File: config.mk
export PLATFORM = sky130hd
export DESIGN_NAME = chan_limit_mon
export DESIGN_NICKNAME = d
export VERILOG_FILES = /design/src/rtl/clm_pkg.sv /design/src/rtl/clm_ctrl.sv /design/src/rtl/clm_datapath.sv /design/src/rtl/chan_limit_mon.sv
export SDC_FILE = /design/constraint.sdc
export NUM_CORES = 1
export LEC_CHECK = 0
export ABC_AREA = 1
export BUFFER_PORTS_ARGS = -buffer_cell sky130_fd_sc_hd__buf_4
export CAP_MARGIN = 20
export CORE_MARGIN = 1
export CORE_UTILIZATION = 35
export DETAILED_ROUTE_END_ITERATION = 12
export REMOVE_ABC_BUFFERS = 1
export SETUP_SLACK_MARGIN = 0.4
export SLEW_MARGIN = 10
export SYNTH_ARGS = -nofsm -noshare
export SYNTH_HDL_FRONTEND = slang
export SYNTH_SLANG_ARGS = --single-unit
File: constraint.sdc
create_clock -name clk -period 4.8 [get_ports clk]
set_clock_uncertainty 0.15 [all_clocks]
set_input_delay 0.48 -clock clk [delete_from_list [all_inputs] [get_ports clk]]
set_output_delay 0.48 -clock clk [all_outputs]
set_load 0.1 [all_outputs]
File: src/rtl/clm_pkg.sv
package clm_pkg;
  localparam int MAX_CHAN = 4;
  localparam int CIDX_W   = 2;
  localparam int REG_W    = 8;

  typedef enum logic [3:0] {
    ADDR_STATUS = 4'h0,
    ADDR_SMI    = 4'h2,
    ADDR_IRQ    = 4'h4,
    ADDR_GLOBAL = 4'h8,
    ADDR_BANK   = 4'h9,
    ADDR_CFG    = 4'hA,
    ADDR_READ   = 4'hB,
    ADDR_HIGH   = 4'hC,
    ADDR_LOW    = 4'hD,
    ADDR_OVER   = 4'hE
  } regAddrE;

  typedef struct packed {
    logic wrStatus;
    logic wrSmi;
    logic wrIrq;
    logic wrGlobal;
    logic wrBank;
    logic wrCfg;
    logic wrHigh;
    logic wrLow;
    logic wrOver;
    logic chanOk;
    logic [CIDX_W-1:0] chanSel;
    logic smpTake;
  } strobeT;
endpackage

File: src/rtl/clm_ctrl.sv
module clm_ctrl
  import clm_pkg::*;
#(
  parameter int NUM_CHAN = 3
) (
  input  logic                regWrEn,
  input  logic [3:0]          regAddr,
  input  logic [REG_W-1:0]    bankSel,
  input  logic                smpValid,
  input  logic [CIDX_W-1:0]   smpChan,
  input  logic [NUM_CHAN-1:0] chanEn,
  output strobeT              st
);
  logic chanOk;
  logic take;

  assign chanOk = bankSel < REG_W'(NUM_CHAN);

  always_comb begin
    take = 1'b0;
    for (int c = 0; c < NUM_CHAN; c++) begin
      if (smpChan == CIDX_W'(c) && chanEn[c]) take = 1'b1;
    end
  end

  always_comb begin
    st          = '0;
    st.chanOk   = chanOk;
    st.chanSel  = bankSel[CIDX_W-1:0];
    st.smpTake  = smpValid && take;
    st.wrStatus = regWrEn && regAddr == ADDR_STATUS;
    st.wrSmi    = regWrEn && regAddr == ADDR_SMI;
    st.wrIrq    = regWrEn && regAddr == ADDR_IRQ;
    st.wrGlobal = regWrEn && regAddr == ADDR_GLOBAL;
    st.wrBank   = regWrEn && regAddr == ADDR_BANK;
    st.wrCfg    = regWrEn && regAddr == ADDR_CFG  && chanOk;
    st.wrHigh   = regWrEn && regAddr == ADDR_HIGH && chanOk;
    st.wrLow    = regWrEn && regAddr == ADDR_LOW  && chanOk;
    st.wrOver   = regWrEn && regAddr == ADDR_OVER && chanOk;
  end
endmodule

File: src/rtl/clm_datapath.sv
module clm_datapath
  import clm_pkg::*;
#(
  parameter int          NUM_CHAN = 3,
  parameter logic [7:0]  HIGH_RST = 8'h7F,
  parameter logic [7:0]  LOW_RST  = 8'h80,
  parameter logic [7:0]  OVER_RST = 8'h7F
) (
  input  logic                  clk,
  input  logic                  rstN,
  input  strobeT                st,
  input  logic [3:0]            regAddr,
  input  logic [REG_W-1:0]      regWrData,
  input  logic [CIDX_W-1:0]     smpChan,
  input  logic [REG_W-1:0]      smpData,
  output logic [REG_W-1:0]      regRdData,
  output logic [REG_W-1:0]      bankSel,
  output logic [NUM_CHAN-1:0]   chanEn,
  output logic [2*MAX_CHAN-1:0] evtStatus,
  output logic [REG_W-1:0]      smiMask,
  output logic [REG_W-1:0]      irqMask
);
  localparam int ST_W = 2 * MAX_CHAN;

  logic [REG_W-1:0]        globalCfg;
  logic signed [REG_W-1:0] readReg [NUM_CHAN];
  logic signed [REG_W-1:0] highReg [NUM_CHAN];
  logic signed [REG_W-1:0] lowReg  [NUM_CHAN];
  logic signed [REG_W-1:0] overReg [NUM_CHAN];
  logic signed [REG_W-1:0] sSmp;
  logic [NUM_CHAN-1:0]     winEvt;
  logic [NUM_CHAN-1:0]     ovrEvt;
  logic [ST_W-1:0]         newEvt;
  logic [ST_W-1:0]         clrMask;

  assign sSmp = smpData;

  for (genvar c = 0; c < NUM_CHAN; c++) begin : g_cmp
    logic hit;
    assign hit       = st.smpTake && smpChan == CIDX_W'(c);
    assign winEvt[c] = hit && (sSmp > highReg[c] || sSmp < lowReg[c]);
    assign ovrEvt[c] = hit && (sSmp >= overReg[c]);
  end

  always_comb begin
    newEvt = '0;
    for (int c = 0; c < NUM_CHAN; c++) begin
      newEvt[c]            = winEvt[c];
      newEvt[c + MAX_CHAN] = ovrEvt[c];
    end
  end

  assign clrMask = st.wrStatus ? regWrData : '0;

  always_ff @(posedge clk or negedge rstN) begin
    if (!rstN) begin
      evtStatus <= '0;
      smiMask   <= '0;
      irqMask   <= '0;
      globalCfg <= '0;
      bankSel   <= '0;
    end else begin
      evtStatus <= (evtStatus & ~clrMask) | newEvt;
      if (st.wrSmi)    smiMask   <= regWrData;
      if (st.wrIrq)    irqMask   <= regWrData;
      if (st.wrGlobal) globalCfg <= regWrData;
      if (st.wrBank)   bankSel   <= regWrData;
    end
  end

  always_ff @(posedge clk or negedge rstN) begin
    if (!rstN) begin
      for (int c = 0; c < NUM_CHAN; c++) begin
        chanEn[c]  <= 1'b0;
        readReg[c] <= '0;
        highReg[c] <= HIGH_RST;
        lowReg[c]  <= LOW_RST;
        overReg[c] <= OVER_RST;
      end
    end else begin
      for (int c = 0; c < NUM_CHAN; c++) begin
        if (st.chanSel == CIDX_W'(c)) begin
          if (st.wrCfg)  chanEn[c]  <= regWrData[0];
          if (st.wrHigh) highReg[c] <= regWrData;
          if (st.wrLow)  lowReg[c]  <= regWrData;
          if (st.wrOver) overReg[c] <= regWrData;
        end
        if (st.smpTake && smpChan == CIDX_W'(c)) readReg[c] <= sSmp;
      end
    end
  end

  logic             selEn;
  logic [REG_W-1:0] selRead, selHigh, selLow, selOver;

  always_comb begin
    selEn   = 1'b0;
    selRead = '0;
    selHigh = '0;
    selLow  = '0;
    selOver = '0;
    for (int c = 0; c < NUM_CHAN; c++) begin
      if (st.chanOk && st.chanSel == CIDX_W'(c)) begin
        selEn   = chanEn[c];
        selRead = readReg[c];
        selHigh = highReg[c];
        selLow  = lowReg[c];
        selOver = overReg[c];
      end
    end
  end

  always_comb begin
    case (regAddr)
      ADDR_STATUS: regRdData = evtStatus;
      ADDR_SMI:    regRdData = smiMask;
      ADDR_IRQ:    regRdData = irqMask;
      ADDR_GLOBAL: regRdData = globalCfg;
      ADDR_BANK:   regRdData = bankSel;
      ADDR_CFG:    regRdData = {{(REG_W-1){1'b0}}, selEn};
      ADDR_READ:   regRdData = selRead;
      ADDR_HIGH:   regRdData = selHigh;
      ADDR_LOW:    regRdData = selLow;
      ADDR_OVER:   regRdData = selOver;
      default:     regRdData = '0;
    endcase
  end
endmodule

File: src/rtl/chan_limit_mon.sv
module chan_limit_mon
  import clm_pkg::*;
#(
  parameter int NUM_CHAN = 3
) (
  input  logic              clk,
  input  logic              rstN,
  input  logic              regWrEn,
  input  logic [3:0]        regAddr,
  input  logic [REG_W-1:0]  regWrData,
  output logic [REG_W-1:0]  regRdData,
  input  logic              smpValid,
  input  logic [CIDX_W-1:0] smpChan,
  input  logic [REG_W-1:0]  smpData,
  output logic              smiOut,
  output logic              irqOut,
  output logic              overLimit
);
  strobeT                st;
  logic [REG_W-1:0]      bankSel;
  logic [NUM_CHAN-1:0]   chanEn;
  logic [2*MAX_CHAN-1:0] evtStatus;
  logic [REG_W-1:0]      smiMask;
  logic [REG_W-1:0]      irqMask;

  clm_ctrl #(.NUM_CHAN(NUM_CHAN)) u_ctrl (
    .regWrEn(regWrEn), .regAddr(regAddr), .bankSel(bankSel),
    .smpValid(smpValid), .smpChan(smpChan), .chanEn(chanEn), .st(st)
  );

  clm_datapath #(.NUM_CHAN(NUM_CHAN)) u_dp (
    .clk(clk), .rstN(rstN), .st(st), .regAddr(regAddr),
    .regWrData(regWrData), .smpChan(smpChan), .smpData(smpData),
    .regRdData(regRdData), .bankSel(bankSel), .chanEn(chanEn),
    .evtStatus(evtStatus), .smiMask(smiMask), .irqMask(irqMask)
  );

  assign smiOut    = |(evtStatus & smiMask);
  assign irqOut    = |(evtStatus & irqMask);
  assign overLimit = |evtStatus[2*MAX_CHAN-1:MAX_CHAN];
endmodule

# After elaboration in Yosys (flattened, before gate mapping)
# Cells that the tools add are included.
classes:
  magnitude_cmp: 10
  n_eq_ne: 13
  muxes: 20
  bitwise: 5
  n_reduce_logical: 50
op_table:
  columns: ["cell", "count"]
  rows:
  - ["2-to-1 mux 8 bit", 13]
  - ["one-hot mux 8 bit (10 select lines)", 1]
  - ["logical AND 1 bit", 29]
  - ["== test 4 bit (second input constant)", 7]
  - ["AND 8 bit", 3]
  - ["greater-or-equal comparator 8 bit", 3]
  - ["greater-than comparator 8 bit", 3]
  - ["< comparator 8 bit", 3]
  - ["AND reduction 2 bit", 12]
  - ["OR reduction 8 bit", 2]
  - ["< comparator 8 x 2 -> 1 bit (second input constant)", 1]
  - ["inverter 8 bit", 1]
  - ["bitwise OR 8 x 7 -> 8 bit", 1]
  - ["2-to-1 mux 1 bit", 6]
  - ["== test 2 x 1 -> 1 bit (second input constant)", 2]
  - ["== test 2 bit (second input constant)", 2]
  - ["== test 4 x 2 -> 1 bit (second input constant)", 1]
  - ["== test 4 x 3 -> 1 bit (second input constant)", 1]
  - ["logical NOT 2 bit", 2]
  - ["logical NOT 4 bit", 1]
  - ["OR reduction 4 bit", 1]
  - ["logical OR 1 bit", 3]
word_totals:
  ff_bits: 139
  inputBits: 26
  output_inout_bits: 11
  word_cells: 118

# Logic depth before layout (Yosys ltp)
# Gate-level depths: netlist of the first run.
logic_depth:
  word_depth: 9
  depth_mapped: 15
  mapped_depth_nobuf: 15

# Modules after synthesis
# A second synthesis of the first run with hierarchy kept.
unflattened:
  hier_cells: 1130
  area_unflattened_um2: 8632.0
modules_own_cells:
  columns: ["module", "instances", "cells_per_inst", "area_each_um2", "seq_area_each_um2"]
  rows:
  - ["clm_datapath", 1, 1057, 8320.5, 3534.6]
  - ["clm_ctrl", 1, 40, 187.7, 0.0]
  - ["chan_limit_mon", 1, 33, 123.9, 0.0]

# Worst setup path after synthesis of the first run
# OpenSTA, ideal clock, no wires.
synth_timing:
  kind: "register -> output"
  from: "register u_dp.bankSel[1]"
  to: "output regRdData[1]"
  arrival_ns: 2.091
  required_time_ns: 4.170
  path_slack_ns: 2.079
  path_stages_with_launch: 13
  path_buffers: 3
  cell_sequence: "dfrtp_1 buf_2 nand2_1 nand2_2 nor2_2 buf_6 nand2_2 buf_6 o21ai_0 nand2_1 nand2_1 nor2_1 nand3_1"
synth_via:
  elab_chain_len: 6
  word_cells_on_any_way: 20
  classes_between: "order compare: 1; eq/ne: 2; mux: 13; reduce/logical: 4"
synth_rtl:
  columns: ["element", "line_no", "source"]
  rows:
  - ["start, declared", "clm_datapath.sv:17", "output logic [REG_W-1:0] bankSel,"]
  - ["start signal, assigned", "clm_datapath.sv:67", "if (st.wrBank) bankSel <= regWrData;"]
  - ["< comparator 8 x 2 -> 1 bit / logical NOT 2 bit (equally long branches)", "clm_ctrl.sv:17, clm_datapath.sv:103", null]
  - ["logical AND 1 bit", "clm_datapath.sv:103", "if (st.chanOk && st.chanSel == CIDX_W'(c)) begin"]
  - ["2-to-1 mux 8 bit (3 in series)", "clm_datapath.sv:103", null]
  - ["one-hot mux 8 bit (10 select lines) *", "clm_datapath.sv:114", "case (regAddr)"]
  - ["end, declared", "chan_limit_mon.sv:11", "output logic [REG_W-1:0] regRdData,"]
# Every way passes the cells marked *; elsewhere a longest branch is shown, timed or not.

# Worst setup path after layout of the first run
layout_timing:
  from: "register u_dp.bankSel[5]"
  to: "output regRdData[2]"
layout_via:
  elab_chain_len: 6
  word_cells_on_any_way: 17
  classes_between: "order compare: 1; mux: 13; reduce/logical: 3"
layout_rtl:
  columns: ["element", "line_no", "source"]
  rows:
  - ["< comparator 8 x 2 -> 1 bit *", "clm_ctrl.sv:17", "assign chanOk = bankSel < REG_W'(NUM_CHAN);"]
  - ["logical AND 1 bit", "clm_datapath.sv:103", null]
  - ["2-to-1 mux 8 bit (3 in series)", "clm_datapath.sv:103", null]
  - ["one-hot mux 8 bit (10 select lines) *", "clm_datapath.sv:114", null]
# Marks and branches as above.

==> impl_results.md, run 1 <==
* Tightest Pin Transition at 0.860 ns
* Logic pwr share at 0.247
* Longest Clk Path Bufs at 2
* Fillers at roughly 2500
* Total power at between 3000 and 4000 uW
* Peak VDD IR at ~0.00020 V
* Max cap viols at 0
* Io pins at 37
* Fraction of layout cells with a size suffix above 1 at 0.123
* Final Max Tran Viols at 0
* Reg-to-reg critical path endpoint: u_dp.lowReg[0]$_DFFE_PN0P_
* FF-to-FF path depth at 7
* CTS sink cnt at about 140
* Reg clk slew, reported paths at approximately 0.07 ns
* Fmax achieved at around 280 MHz
* Commonest non-fill, non-tap cell in the layout: nand2_1
* Netlist cell types at 32
* HP Start: regWrData[7]
* Hold Vio Cnt, Final at 0
* Power per Cell Area at between 400 and 500 nW/um2
* First-pass GRT wire length at 40900 um
* Worst reg2reg path startpoint: u_dp.bankSel[5]$_DFFE_PN0P_
* Switching share of power at 0.363
* Die Span Y at approximately 160 um
* Placement Rows at 56
* DR WL/cell at between 15 and 20 um
* Most frequent cells in the layout: 365 x nand2_1, 147 x o21ai_0, 141 x inv_1
* Clock latency on the worst-skew pair at between 0.4 and 0.5 ns
* CTS tree: done
* Largest net degree at the start of global routing at between 50 and 60
* Area growth from synthesis to final layout at 13.4%
* Final Cycle Share at 0.754
* Internal at approximately 2500 uW
* Number of synthesized register bits at approximately 140
* Initial antenna violation count at 0
* Routability cong. at 0.910
* Placed cells at between 1000 and 1500
* Final nets at 1264
* Post-Synthesis Cells at roughly 1100
* Hold slack at 0.0759 ns
* CTS Hold Bufs at 1
* Total track usage at 0.221
* Setup WS pre-CTS at approximately 1.7 ns
* Crit path DAT at roughly 3.0 ns
* Vias in the first global route at 7190
* Setup ws final at around 1.2 ns
* Critical path class: flip-flop to output port
* Max transition margin at 0.426
* Post-route minimum period at 3.62 ns
* WHS Endpoint: u_dp.evtStatus[7]$_DFF_PN0_
* # setup viols final at 0
* DRT iter0 DRCs at between 600 and 700
* Die Wd at approximately 160 um
* Via density at just over 5
* CP Launch Type: flip-flop
* Via count at approximately 7600
* Unrepaired setup endpoints after global routing: false
* Residual DRC at 0
* Leakage at 0.00449 uW
* Pre-antenna DRT Iters at 6
* CORE AREA at 23700 um2
* Cts bufs inserted at 17
* Die area at about 25000 um2
* Sequential element share of the synthesized area at 0.415
* Status: completed
* Worst-path maximum fanout at 29
* Initial Util at 0.360
* Non-Filler Instances at 1501
* Antenna diode count at 0
* H-tree depth at 4
* Port Buffers at 36
* Clock Power Share at 0.353
* CP required at around 4.2 ns
* Post-route ant nets at 0
* Post-synthesis area per instance at 7.44 um2
* HP Class: input port to flip-flop
* Register share of total power at 0.400
* Overflow after GRT at 0
* Yosys Warn Count at 0
* Root buf cell: clkbuf_16
* Hold depth at 2
* Post-CTS resize count at 0
* Post-CTS Setup Inserts at 0
* Final setup TNS at 0 ns
* Final HPWL DP at 18100 um
* R2r setup slk at between 2 and 2.5 ns
* Synth Cell Area at about 8500 um2
* Net Sw Power at 1420 uW
* Overall routed net length at approximately 26000 um
* Endpoint type of the worst setup path: output port
through the flow:
stage                      util  cell area (um2)
after floorplan               -             8340
after global placement    0.382             9050
after detailed placement  0.382             9050
after CTS                 0.408             9670
after global routing      0.408             9670
final                     0.408             9670
registers in the layout, summed over array words and instances (netlist names):
register        cells
u_dp.highReg       24
u_dp.lowReg        24
u_dp.overReg       24
u_dp.readReg       24
u_dp.bankSel        8
u_dp.evtStatus      8
u_dp.globalCfg      8
u_dp.irqMask        8
u_dp.smiMask        8
u_dp.chanEn         3
cell type report:
class                      instances  area (um2)  area share
tap                              319         399      0.0413
clock inverter                    15         180      0.0186
clock buffer                      17         425      0.0440
timing repair buffer              42         322      0.0333
sequential                       139        3530       0.366
multi-input combinational        821        4250       0.440
inverter                         148         556      0.0575
routing by layer:
layer,track usage,share of wire
met5,0,0
met4,0.0778,0.023
met3,0.0326,0.044
met2,0.350,0.47
met1,0.307,0.47
power groups by stage:
| stage | Sequential (uW) | Clock, uW | Combinational [uW] |
|---|---|---|---|
| floorplan | 1530 | 0 | 688 |
| global placement | 1580 | 0 | 940 |
| detailed placement | 1580 | 0 | 963 |
| CTS | 1560 | 1390 | 967 |
| global route | 1590 | 1440 | 1090 |
| finish | 1570 | 1380 | 967 |
how the worst max path moves through the flow:
stage,startpoint,to,slack [ns],cells after the start
after floorplan,u_dp.bankSel[1]$_DFFE_PN0P_,regRdData[1],0.91,9
after global placement,u_dp.bankSel[5]$_DFFE_PN0P_,regRdData[4],1.73,10
after detailed placement,u_dp.bankSel[5]$_DFFE_PN0P_,regRdData[1],1.68,10
after CTS,u_dp.bankSel[5]$_DFFE_PN0P_,regRdData[1],1.20,10
after global routing,u_dp.bankSel[7]$_DFFE_PN0P_,regRdData[1],0.98,10
final,u_dp.bankSel[5]$_DFFE_PN0P_,regRdData[2],1.18,10
cell families after synthesis:
group                    count (synthesis)  synth area share
adder cells (fa/ha/maj)                 69             0.101
flip-flops                             139             0.415
AO/OA/AOI/OAI                          233             0.141
AND/OR/NAND/NOR                        519             0.255
buffers and inverters                  186            0.0872
worst max-delay path: stages (launching register included):
cell     delay, ns
dfrtp_1       0.40
nor2_1        0.12
nand2_1       0.14
nor2_4        0.55
nand2_2       0.40
o21ai_0       0.32
nand2_1       0.08
nand2_1       0.09
nor2_1        0.06
nand3_1       0.09
buf_4         0.30
synth_stat cells:
cell type | number | area share
dfrtp_1 | 94 | 0.28
a221oi_1 | 3 | 0.0031
a22o_1 | 1 | 0.0010
clkbuf_1 | 21 | 0.0092
a21oi_1 | 37 | 0.022
and3_1 | 2 | 0.0015
buf_4 | 2 | 0.0018
o22ai_1 | 10 | 0.0073
nor2_2 | 6 | 0.0044
nand3_1 | 62 | 0.036
nor3_2 | 1 | 0.0012
clkinv_1 | 2 | 0.00088
inv_2 | 5 | 0.0022
nand4_1 | 8 | 0.0059
nor2_1 | 46 | 0.020
dfstp_2 | 45 | 0.14
o211ai_1 | 1 | 0.00088
o21ai_0 | 147 | 0.086
nor3b_1 | 1 | 0.00088
nand2_1 | 365 | 0.16
nor3_1 | 9 | 0.0053
ha_1 | 69 | 0.10
nor4_4 | 1 | 0.0025
a21boi_0 | 1 | 0.00088
nand3_2 | 6 | 0.0070
nand2_2 | 8 | 0.0059
buf_2 | 12 | 0.0070
buf_6 | 3 | 0.0040
o21ai_1 | 30 | 0.018
inv_1 | 141 | 0.062
nand3b_1 | 4 | 0.0035
o21a_1 | 3 | 0.0026
Power figures use the tool's default switching activity.
==> inputs of run 2 (changes only) <==
- clock period: 4.8 -> 3.79 ns (I/O delays scaled with it)
==> run 2 against run 1 <==
  * Clock power up 20%
  * Critical path depth shrank 1
  * Global-route usage fell by 0.17 points
  * Cell area grew 0.38%
  * Die area unchanged
==> impl_results.md, run 2 (synthesis results as in run 1) <==
* Root buf cell: clkbuf_16
* Cts bufs inserted at 17
* Critical path class: flip-flop to output port
* Reg clk slew, reported paths at about 0.070 ns
* FF-to-FF path depth at 7
* Initial Util at 0.360
* Worst-path maximum fanout at 21
* CP dominant cell by count: nand2_1
* Final Max Tran Viols at 0
* Max cap viols at 0
* Die Span Y at 158 um
* GR Util met2 at 0.353
* DP Area at 9080 um2
* Overflow after GRT at 0
* Post-route ant nets at 0
* Logic pwr share at 0.254
* Via density at about 5.0
* Hold depth at 3
* Largest net degree at the start of global routing at 74
* Post-CTS resize count at 0
* Slowest-stage cell, CP: dfrtp_1
* CTS tree: done
* Placed cells at ~1500
* Total track usage at 0.220
* Crit path cell chain: nor2_2 > buf_4 > nand2_2 > o21ai_0 > nand2_1 > nand2_1 > nor2_1 > nand2_1 > buf_4
* Placement Rows at 56
* First-pass GRT wire length at 40700 um
* Overall routed net length at around 26000 um
* Routability cong. at roughly 0.9
* Internal at just over 3000 uW
* Crit path DAT at around 2.7 ns
* Worst path max stage delay at 0.44 ns
* Peak VDD IR at 0.000232 V
* Vias in the first global route at 7178
* Hold Vio Cnt, Final at 0
* Leakage at roughly 0.0045 uW
* Fmax achieved at 314 MHz
* Post-route minimum period at approximately 3.2 ns
* HP Start: regWrData[0]
* Residual DRC at 0
* Area growth from synthesis to final layout at 13.8%
* Switching share of power at 0.374
* Pre-antenna DRT Iters at 5
* Status: completed
* M1 GR Usage at 0.304
* Die Wd at about 160 um
* Register share of total power at 0.407
* Buffers & Inverters on Critical Path at 2
* Net Sw Power at ~1800 uW
* Power per Cell Area at a little over 500 nW/um2
* DR WL/cell at 17.2 um
* M3 GR Usage at 0.0276
* Commonest non-fill, non-tap cell in the layout: nand2_1
* Final Cell Area at slightly below 10000 um2
* Worst reg2reg path startpoint: u_dp.bankSel[7]$_DFFE_PN0P_
* Longest Clk Path Bufs at 2
* H-tree depth at 4
* Initial antenna violation count at 0
* Hold slack at approximately 0.045 ns
* Endpoint type of the worst setup path: output port
* CTS sink cnt at 139
* R2r setup slk at between 1.5 and 2 ns
* Final Cycle Share at 0.841
* Antenna diode count at 0
* CP Launch Type: flip-flop
* CORE AREA at 23700 um2
* DRT iter0 DRCs at 586
* # setup viols final at 0
* Final setup TNS at 0 ns
* Crit path max-delay family: simple AND/OR/NAND/NOR gates
* Max transition margin at 0.461
* GR peak layer: met2
* Clock Power Share at 0.339
* Final HPWL DP at between 15000 and 20000 um
* Die area at approximately 25000 um2
* Via count at 7550
* HP Class: input port to flip-flop
* Crit. Startpoint: u_dp.bankSel[1]$_DFFE_PN0P_
* Port Buffers at 36
* Io pins at 37
* Final nets at 1270
* Tightest Pin Transition at around 0.81 ns
* Non-Filler Instances at ~1500
* Fraction of layout cells with a size suffix above 1 at 0.125
* Clock latency on the worst-skew pair at roughly 0.43 ns
* CP required at 3.26 ns
* Most frequent cells in the layout: 365 x nand2_1, 147 x o21ai_0, 141 x inv_1
* Fillers at between 2000 and 3000
* WHS Endpoint: u_dp.chanEn[2]$_DFFE_PN0P_
* Unrepaired setup endpoints after global routing: false
* Reg-to-reg critical path endpoint: u_dp.lowReg[6]$_DFFE_PN0P_
==> run 2: worst max path at each step <==
| stage | endpoint | slack [ns] | cells after the start |
|---|---|---|---|
| 6_report | regRdData[4] | 0.60 | 9 |
| 5_1_grt | regRdData[4] | 0.46 | 9 |
| 4_1_cts | regRdData[4] | 0.57 | 10 |
| 3_5_place_dp | regRdData[4] | 1.04 | 10 |
| 3_3_place_gp | regRdData[4] | 1.06 | 10 |
| 2_1_floorplan | regRdData[1] | 0.003 | 9 |
==> run 2: through the flow <==
stage	power, uW	utilization	setup WS (ns)
4_1_cts	4890	0.409	0.572
6_report	4880	0.410	0.603
2_1_floorplan	2810	-	0.00333
3_3_place_gp	3190	0.383	1.06
5_1_grt	5150	0.410	0.462
3_5_place_dp	3230	0.383	1.04
==> run 2: routing by layer <==
metal	wire [um]	part of all wire
met1	12400	0.48
met2	12100	0.47
met3	870	0.033
met4	563	0.022
met5	0	0
==> run 2: cell type report <==
type / count / area, um2 / area share
clock buffers: 17 / 425 / 0.0438
clock inverters: 15 / 154 / 0.0159
inverters: 148 / 556 / 0.0572
multi-input cells: 821 / 4250 / 0.438
flip-flops and latches: 139 / 3530 / 0.364
well taps: 319 / 399 / 0.0411
repair buffers: 48 / 384 / 0.0396
==> run 2: repair_timing <==
action / in CTS / in global routing
hold endpoints to repair: 43 / 0
setup endpoints to repair: 0 / 4
hold buffers: 3 / 0
buffers inserted: 0 / 2
==> run 2: worst register-to-register path: cells and delay by family (launching register included) <==
kind / cells / cell delay [ns]
simple gates: 5 / 0.94
buf+inv: 1 / 0.32
compound gates: 1 / 0.10
flops: 1 / 0.40
==> run 2: power by group through the flow <==
| stage | registers (uW) | logic (uW) | clock network, uW |
|---|---|---|---|
| 2_1_floorplan | 1930 | 872 | 0 |
| 3_3_place_gp | 2000 | 1200 | 0 |
| 3_5_place_dp | 2000 | 1230 | 0 |
| 4_1_cts | 1980 | 1230 | 1670 |
| 5_1_grt | 2020 | 1400 | 1730 |
| 6_report | 1990 | 1240 | 1660 |
